--- src/rtl/codec_shift_pkg.sv ---
`timescale 1ns/1ps
package codec_shift_pkg;
   typedef enum logic [1:0] {
      FR_IDLE  = 2'd0,
      FR_OPEN  = 2'd1,
      FR_DRAIN = 2'd2,
      FR_TAIL  = 2'd3
   } frame_st_e;
endpackage

--- src/rtl/cmd_bit_clkgen.sv ---
`timescale 1ns/1ps
// One bit period: data set up with the clock low, then clock high.
module cmd_bit_clkgen #(
   parameter int HALF_CYC = 2,
   parameter int DATA_BIT = 7
) (
   input  logic       clk,
   input  logic       rst_n,
   input  logic       bit_go,
   input  logic [7:0] wr_byte,
   output logic       sclk,
   output logic       sdata,
   output logic       busy,
   output logic       bit_rise
);
   localparam int PH_W = $clog2(2 * HALF_CYC);
   localparam logic [PH_W-1:0] RISE_AT = PH_W'(HALF_CYC - 1);
   localparam logic [PH_W-1:0] END_AT  = PH_W'(2 * HALF_CYC - 1);

   if (HALF_CYC < 1) begin : g_bad_half
      $error("HALF_CYC must be at least 1");
   end
   if (DATA_BIT < 0 || DATA_BIT > 7) begin : g_bad_bit
      $error("DATA_BIT must select a bit of the byte");
   end

   logic [PH_W-1:0] ph;

   assign bit_rise = busy && (ph == RISE_AT);

   always_ff @(posedge clk or negedge rst_n) begin
      if (!rst_n) begin
         ph    <= '0;
         sclk  <= 1'b0;
         sdata <= 1'b0;
         busy  <= 1'b0;
      end else if (bit_go) begin
         ph    <= '0;
         sclk  <= 1'b0;
         sdata <= wr_byte[DATA_BIT];
         busy  <= 1'b1;
      end else if (busy) begin
         ph <= ph + 1'b1;
         if (ph == RISE_AT) sclk <= 1'b1;
         if (ph == END_AT) begin
            sclk <= 1'b0;
            busy <= 1'b0;
         end
      end
   end

   AST_SCLK_IN_BIT: assert property (@(posedge clk) disable iff (!rst_n)
      sclk |-> busy);
   AST_SDATA_HELD: assert property (@(posedge clk) disable iff (!rst_n)
      (busy && $past(busy)) |-> $stable(sdata));
   AST_BIT_ENDS_HIGH: assert property (@(posedge clk) disable iff (!rst_n)
      $fell(busy) |-> $past(sclk));
endmodule

--- src/rtl/cmd_frame_ctrl.sv ---
`timescale 1ns/1ps
// Frame sequencing: open/close decode, write gating, tail timer, bit count.
module cmd_frame_ctrl
   import codec_shift_pkg::*;
#(
   parameter int              ADDR_W     = 8,
   parameter logic [ADDR_W-1:0] ADDR_OPEN  = 8'h38,
   parameter logic [ADDR_W-1:0] ADDR_DATA  = 8'h2C,
   parameter logic [ADDR_W-1:0] ADDR_CLOSE = 8'h28,
   parameter int              HALF_CYC   = 2,
   parameter int              MAX_BITS   = 32
) (
   input  logic                           clk,
   input  logic                           rst_n,
   input  logic                           rd_stb,
   input  logic [ADDR_W-1:0]              rd_addr,
   input  logic                           wr_stb,
   input  logic [ADDR_W-1:0]              wr_addr,
   input  logic                           busy,
   input  logic                           bit_rise,
   output logic                           bit_go,
   output logic                           cs_n,
   output logic                           err,
   output logic [$clog2(MAX_BITS+1)-1:0]  last_bits
);
   localparam int TAIL_LEN = 2 * HALF_CYC;
   localparam int TC_W     = $clog2(TAIL_LEN);
   localparam int CNT_W    = $clog2(MAX_BITS + 1);
   localparam logic [TC_W-1:0]  TC_END  = TC_W'(TAIL_LEN - 1);
   localparam logic [CNT_W-1:0] CNT_TOP = CNT_W'(MAX_BITS);

   if (MAX_BITS < 1) begin : g_bad_max
      $error("MAX_BITS must be at least 1");
   end
   if (ADDR_OPEN == ADDR_CLOSE || ADDR_DATA == ADDR_CLOSE) begin : g_bad_addr
      $error("close address must differ from the opening addresses");
   end

   frame_st_e       st;
   logic [TC_W-1:0] tc;
   logic [CNT_W-1:0] cnt;
   logic            open_hit, close_hit, data_wr;

   assign open_hit  = rd_stb && (rd_addr == ADDR_OPEN || rd_addr == ADDR_DATA);
   assign close_hit = rd_stb && (rd_addr == ADDR_CLOSE);
   assign data_wr   = wr_stb && (wr_addr == ADDR_DATA);
   assign bit_go    = (st == FR_OPEN) && data_wr && !busy;

   always_ff @(posedge clk or negedge rst_n) begin
      if (!rst_n) begin
         st        <= FR_IDLE;
         tc        <= '0;
         cnt       <= '0;
         cs_n      <= 1'b1;
         err       <= 1'b0;
         last_bits <= '0;
      end else begin
         if (bit_rise && cnt != CNT_TOP) cnt <= cnt + 1'b1;
         unique case (st)
            FR_IDLE: begin
               if (open_hit) begin
                  st   <= FR_OPEN;
                  cs_n <= 1'b0;
                  cnt  <= '0;
                  err  <= 1'b0;
               end
            end
            FR_OPEN: begin
               if (data_wr && busy) err <= 1'b1;
               if (close_hit) begin
                  tc <= '0;
                  st <= (busy || bit_go) ? FR_DRAIN : FR_TAIL;
               end
            end
            FR_DRAIN: begin
               if (!busy) begin
                  tc <= '0;
                  st <= FR_TAIL;
               end
            end
            FR_TAIL: begin
               tc <= tc + 1'b1;
               if (tc == TC_END) begin
                  st        <= FR_IDLE;
                  cs_n      <= 1'b1;
                  last_bits <= cnt;
               end
            end
            default: st <= FR_IDLE;
         endcase
      end
   end

   AST_ERR_STICKY: assert property (@(posedge clk) disable iff (!rst_n)
      (err && !(st == FR_IDLE && open_hit)) |=> err);
   AST_LAST_RANGE: assert property (@(posedge clk) disable iff (!rst_n)
      last_bits <= CNT_TOP);
   AST_NO_GO_IDLE: assert property (@(posedge clk) disable iff (!rst_n)
      (st == FR_IDLE) |-> !bit_go);
endmodule

--- src/rtl/codec_cmd_shifter.sv ---
`timescale 1ns/1ps
module codec_cmd_shifter #(
   parameter int              ADDR_W     = 8,
   parameter logic [ADDR_W-1:0] ADDR_OPEN  = 8'h38,
   parameter logic [ADDR_W-1:0] ADDR_DATA  = 8'h2C,
   parameter logic [ADDR_W-1:0] ADDR_CLOSE = 8'h28,
   parameter int              HALF_CYC   = 2,
   parameter int              DATA_BIT   = 7,
   parameter int              MAX_BITS   = 32
) (
   input  logic                          clk,
   input  logic                          rst_n,
   input  logic                          host_rd_stb,
   input  logic [ADDR_W-1:0]             host_rd_addr,
   input  logic                          host_wr_stb,
   input  logic [ADDR_W-1:0]             host_wr_addr,
   input  logic [7:0]                    host_wr_data,
   output logic                          cdc_cs_n,
   output logic                          cdc_sclk,
   output logic                          cdc_sdata,
   output logic                          busy,
   output logic                          err_dropped,
   output logic [$clog2(MAX_BITS+1)-1:0] last_frame_bits
);
   logic bit_go, bit_rise;

   cmd_frame_ctrl #(
      .ADDR_W(ADDR_W), .ADDR_OPEN(ADDR_OPEN), .ADDR_DATA(ADDR_DATA),
      .ADDR_CLOSE(ADDR_CLOSE), .HALF_CYC(HALF_CYC), .MAX_BITS(MAX_BITS)
   ) u_frame (
      .clk(clk), .rst_n(rst_n),
      .rd_stb(host_rd_stb), .rd_addr(host_rd_addr),
      .wr_stb(host_wr_stb), .wr_addr(host_wr_addr),
      .busy(busy), .bit_rise(bit_rise), .bit_go(bit_go),
      .cs_n(cdc_cs_n), .err(err_dropped), .last_bits(last_frame_bits)
   );

   cmd_bit_clkgen #(
      .HALF_CYC(HALF_CYC), .DATA_BIT(DATA_BIT)
   ) u_bit (
      .clk(clk), .rst_n(rst_n), .bit_go(bit_go), .wr_byte(host_wr_data),
      .sclk(cdc_sclk), .sdata(cdc_sdata), .busy(busy), .bit_rise(bit_rise)
   );

   AST_BIT_IN_FRAME: assert property (@(posedge clk) disable iff (!rst_n)
      busy |-> !cdc_cs_n);
   AST_IDLE_QUIET: assert property (@(posedge clk) disable iff (!rst_n)
      cdc_cs_n |-> !cdc_sclk);
endmodule

--- config.mk ---
export PLATFORM = sky130hd
export DESIGN_NAME = codec_cmd_shifter
export DESIGN_NICKNAME = d
export VERILOG_FILES = /design/src/rtl/codec_shift_pkg.sv /design/src/rtl/cmd_bit_clkgen.sv /design/src/rtl/cmd_frame_ctrl.sv /design/src/rtl/codec_cmd_shifter.sv
export SDC_FILE = /design/constraint.sdc
export NUM_CORES = 1
export LEC_CHECK = 0
export BUFFER_PORTS_ARGS = -buffer_cell sky130_fd_sc_hd__buf_4
export CORE_MARGIN = 2
export CORE_UTILIZATION = 50
export CTS_CLUSTER_SIZE = 10
export DETAILED_ROUTE_END_ITERATION = 7
export GPL_TIMING_DRIVEN = 1
export HOLD_SLACK_MARGIN = 0.12
export PLACE_DENSITY = 0.8
export SKIP_CTS_REPAIR_TIMING = 1
export SYNTH_ARGS = -nofsm -noshare
export SYNTH_HDL_FRONTEND = slang
export SYNTH_SLANG_ARGS = --single-unit
--- constraint.sdc ---
create_clock -name clk -period 1.9 [get_ports clk]
set_input_delay 0.095 -clock clk [delete_from_list [all_inputs] [get_ports clk]]
set_output_delay 0.095 -clock clk [all_outputs]
set_load 0.05 [all_outputs]
==> flow_metrics.env <==
export IMPL_syn_area_um2=1270
export IMPL_clockRootBuffer="clkbuf_4"
export IMPL_status="complete, no violations"
export IMPL_fp_dieH_um=54.4
export IMPL_grtUsageTotal=0.199
export IMPL_clock_latency_ns=0.30
export IMPL_drc=0
export IMPL_hold_viol_final=0
export IMPL_hp_class="in -> reg"
export IMPL_syn_avg_cell_area_um2=10.7
export IMPL_ys_types=36
export IMPL_h_tree_depth=1
export IMPL_dr_pass1_iters=4
export IMPL_dpl_worst_slack_ns=0.121
export IMPL_yosysTopAreaCell="dfrtp_1"
export IMPL_crit_reg2reg_launch="u_frame.st[0]$_DFFE_PN0P_"
export IMPL_ys_warn_count=0
export IMPL_dpl_hpwl_um=2000
export IMPL_combPwrFrac=0.484
export IMPL_cp_slowest_cell="dfrtp_1"
export IMPL_setup_violations=0
export IMPL_worst_slew_pin_slew_ns=0.410
export IMPL_grt_max_degree=24
export IMPL_core_area_um2=2430
export IMPL_fin_worst_skew_ns=0.00661
export IMPL_initial_core_util=0.522
export IMPL_max_clock_path_buffers=2
export IMPL_powerDensity_nw_per_um2=1220
export IMPL_seq_area_frac_synth=0.454
export IMPL_p_seq_frac=0.403
export IMPL_period_share=0.940
export IMPL_grt_pass1_wl_um=4170
export IMPL_cts_tree="yes"
export IMPL_synth_enable_flop_cells=0
export IMPL_areaGrowthSynthToFinish_pct=26.1
export IMPL_yosys_most_used_dff="dfrtp_1"
export IMPL_relSlewSlack=0.726
export IMPL_p_int_mw=1.14
export IMPL_vias=1002
export IMPL_power_switching_uw=821
export IMPL_numCtsBuffers=3
export IMPL_yosysTopAreaCellShare=0.433
export IMPL_rsz0062_at_grt="yes"
export IMPL_fin_util=0.658
export IMPL_syn_num_nets=157
export IMPL_synth_most_common_cell="dfrtp_1"
export IMPL_detail_route_antenna_nets=0
export IMPL_wl_per_cell_um=13.3
export IMPL_routed_wl_um=2500
export IMPL_dieArea_um2=2960
export IMPL_synthTopCellsByArea="dfrtp_1, ha_1, nor2_1, mux2i_1, o21ai_0"
export IMPL_first_global_vias=1002
export IMPL_crit_path_start_kind="flop"
export IMPL_io_buffers=31
export IMPL_clk_pin_slew_worst_paths_ns=0.12
export IMPL_diodes=0
export IMPL_clock_sinks=23
export IMPL_gp_congestion=0.858
export IMPL_maxSlewViolCount=0
export IMPL_antenna_found_initial=0
export IMPL_crit_top_cell="inv_1"
export IMPL_crit_fanout=5
export IMPL_maxCapViolCount=0
export IMPL_worst_ep_arrival_time_ns=1.98
export IMPL_ys_seq_elements=23
export IMPL_async_reset_ff_frac=1.00
export IMPL_max_freq_mhz=560
export IMPL_crit_chain="inv_1 > ha_1 > inv_1 > o2111ai_1 > or2_1 > mux2_4"
export IMPL_grt_overflow_total=0
export IMPL_nets=197
export IMPL_drtIter0Drc=16
export IMPL_synthTopCellsByCount="dfrtp_1, nor2_1, ha_1"
export IMPL_layout_min_cycle_time_ns=1.79
export IMPL_fin_setup_tns_ns=0
export IMPL_min_from="host_wr_addr[2]"
export IMPL_p_leak_nw=0.816
export IMPL_postPlaceCellArea_um2=1560
export IMPL_syn_instance_count=119
export IMPL_vdd_drop_max_mv=0.807
export IMPL_crit_type="reg -> reg"
export IMPL_pwr_share_clk=0.113
export IMPL_fin_ws_ns=0.113
export IMPL_critPathMaxStageDelay_ns=0.44
export IMPL_die_w_um=54.4
export IMPL_hold_ws_ns=0.205
export IMPL_drive_above_1_share=0.285
export IMPL_worstPathRequired_ns=2.10
export IMPL_startpoint="u_frame.st[0]$_DFFE_PN0P_"
export IMPL_stdcell_area_um2=1600
export IMPL_worstSetupEndpointType="flop"
export IMPL_viasPerCell=5.33
export IMPL_p_sw_frac=0.419
export IMPL_row_count=18
export IMPL_num_io_pins=39
## final cells by class
| class | instances | area [um2] |
|---|---|---|
| Inverter | 9 | 33.8 |
| Sequential cell | 23 | 577 |
| Fill cell | 194 | 831 |
| Timing Repair Buffer | 36 | 275 |
| Clock buffer | 4 | 26.3 |
| Multi-Input combinational cell | 86 | 652 |
| Tap cell | 30 | 37.5 |
## power by group through the flow
stage	sequential (mW)	clock, mW	combinational [mW]
floorplan	0.934	0	0.530
global placement	0.788	0	0.906
detailed placement	0.801	0	0.953
CTS	0.791	0.232	0.958
global route	0.821	0.254	1.05
finish	0.789	0.221	0.949
## cells by family (layout without fill, tap and decap cells)
logic type	after synthesis	count (layout)	synth area share
flops	23	23	0.454
simple gates	41	41	0.180
buf+inv	10	49	0.0325
xor+xnor	6	6	0.0414
mux	10	10	0.0877
fa+ha+maj	10	10	0.0985
compound gates	19	19	0.105
## metal layers
| layer | global-route usage | vias up | share of wire |
|---|---|---|---|
| met5 | 0 | - | 0 |
| met2 | 0.359 | 26 | 0.54 |
| met4 | 0.113 | 0 | 0.018 |
| met1 | 0.222 | 476 | 0.40 |
| met3 | 0.0273 | 4 | 0.036 |
| li1 | - | 496 | - |
## sequential cells by signal (all words and copies together), names as in the netlist
| signal | cells |
|---|---|
| u_bit.ph | 2 |
| u_bit.busy | 1 |
| u_frame.cnt | 6 |
| u_frame.tc | 2 |
| u_frame.cs_n | 1 |
| u_frame.err | 1 |
| u_bit.sclk | 1 |
| u_bit.sdata | 1 |
| u_frame.last_bits | 6 |
| u_frame.st | 2 |
## through the flow
step	std cells	power [mW]
6_report	188	1.96
5_1_grt	188	2.13
4_1_cts	186	1.98
3_5_place_dp	182	1.75
3_3_place_gp	182	1.69
2_1_floorplan	119	1.46
## critical path, delay by kind of cell (launching register included)
| kind | cells | cell delay (ns) |
|---|---|---|
| compound gates | 1 | 0.26 |
| buf+inv | 2 | 0.21 |
| mux | 1 | 0.30 |
| flops | 1 | 0.44 |
| fa+ha+maj | 1 | 0.27 |
| simple gates | 1 | 0.20 |
## final timing paths
kind                       slack (ns)                          endpoint  cells past startpoint
min                              0.20              u_bit.busy$_DFF_PN0_                      4
max in group asynchronous        1.40          u_frame.cs_n$_DFFE_PN1P_                      2
min reg2reg                      0.49  u_frame.last_bits[1]$_DFFE_PN0P_                      2
min in group asynchronous        0.21           u_bit.ph[1]$_DFFE_PN0P_                      2
max reg2reg                      0.11         u_frame.st[1]$_DFFE_PN0P_                      6
max                              0.11         u_frame.st[1]$_DFFE_PN0P_                      6
## cell usage in the layout (no fill, tap or decap), types with 2 or more instances in the layout
master         netlist  routed
buf_4                1      34
dfrtp_1             22      22
nor2_1              12      12
ha_1                10      10
inv_1                9       9
nand2_1              9       9
o21ai_0              7       7
nand3_1              5       5
mux2i_1              4       4
xor2_1               3       3
xnor2_1              3       3
mux2_2               3       3
clkbuf_4             0       3
and4bb_1             2       2
and3_1               2       2
o2111ai_1            2       2
nand2b_1             2       2
nor2b_1              2       2
mux2_1               2       2
a21oi_1              2       2
dlygate4sd3_1        0       2
No activity file was read; power rests on OpenSTA's default activity.
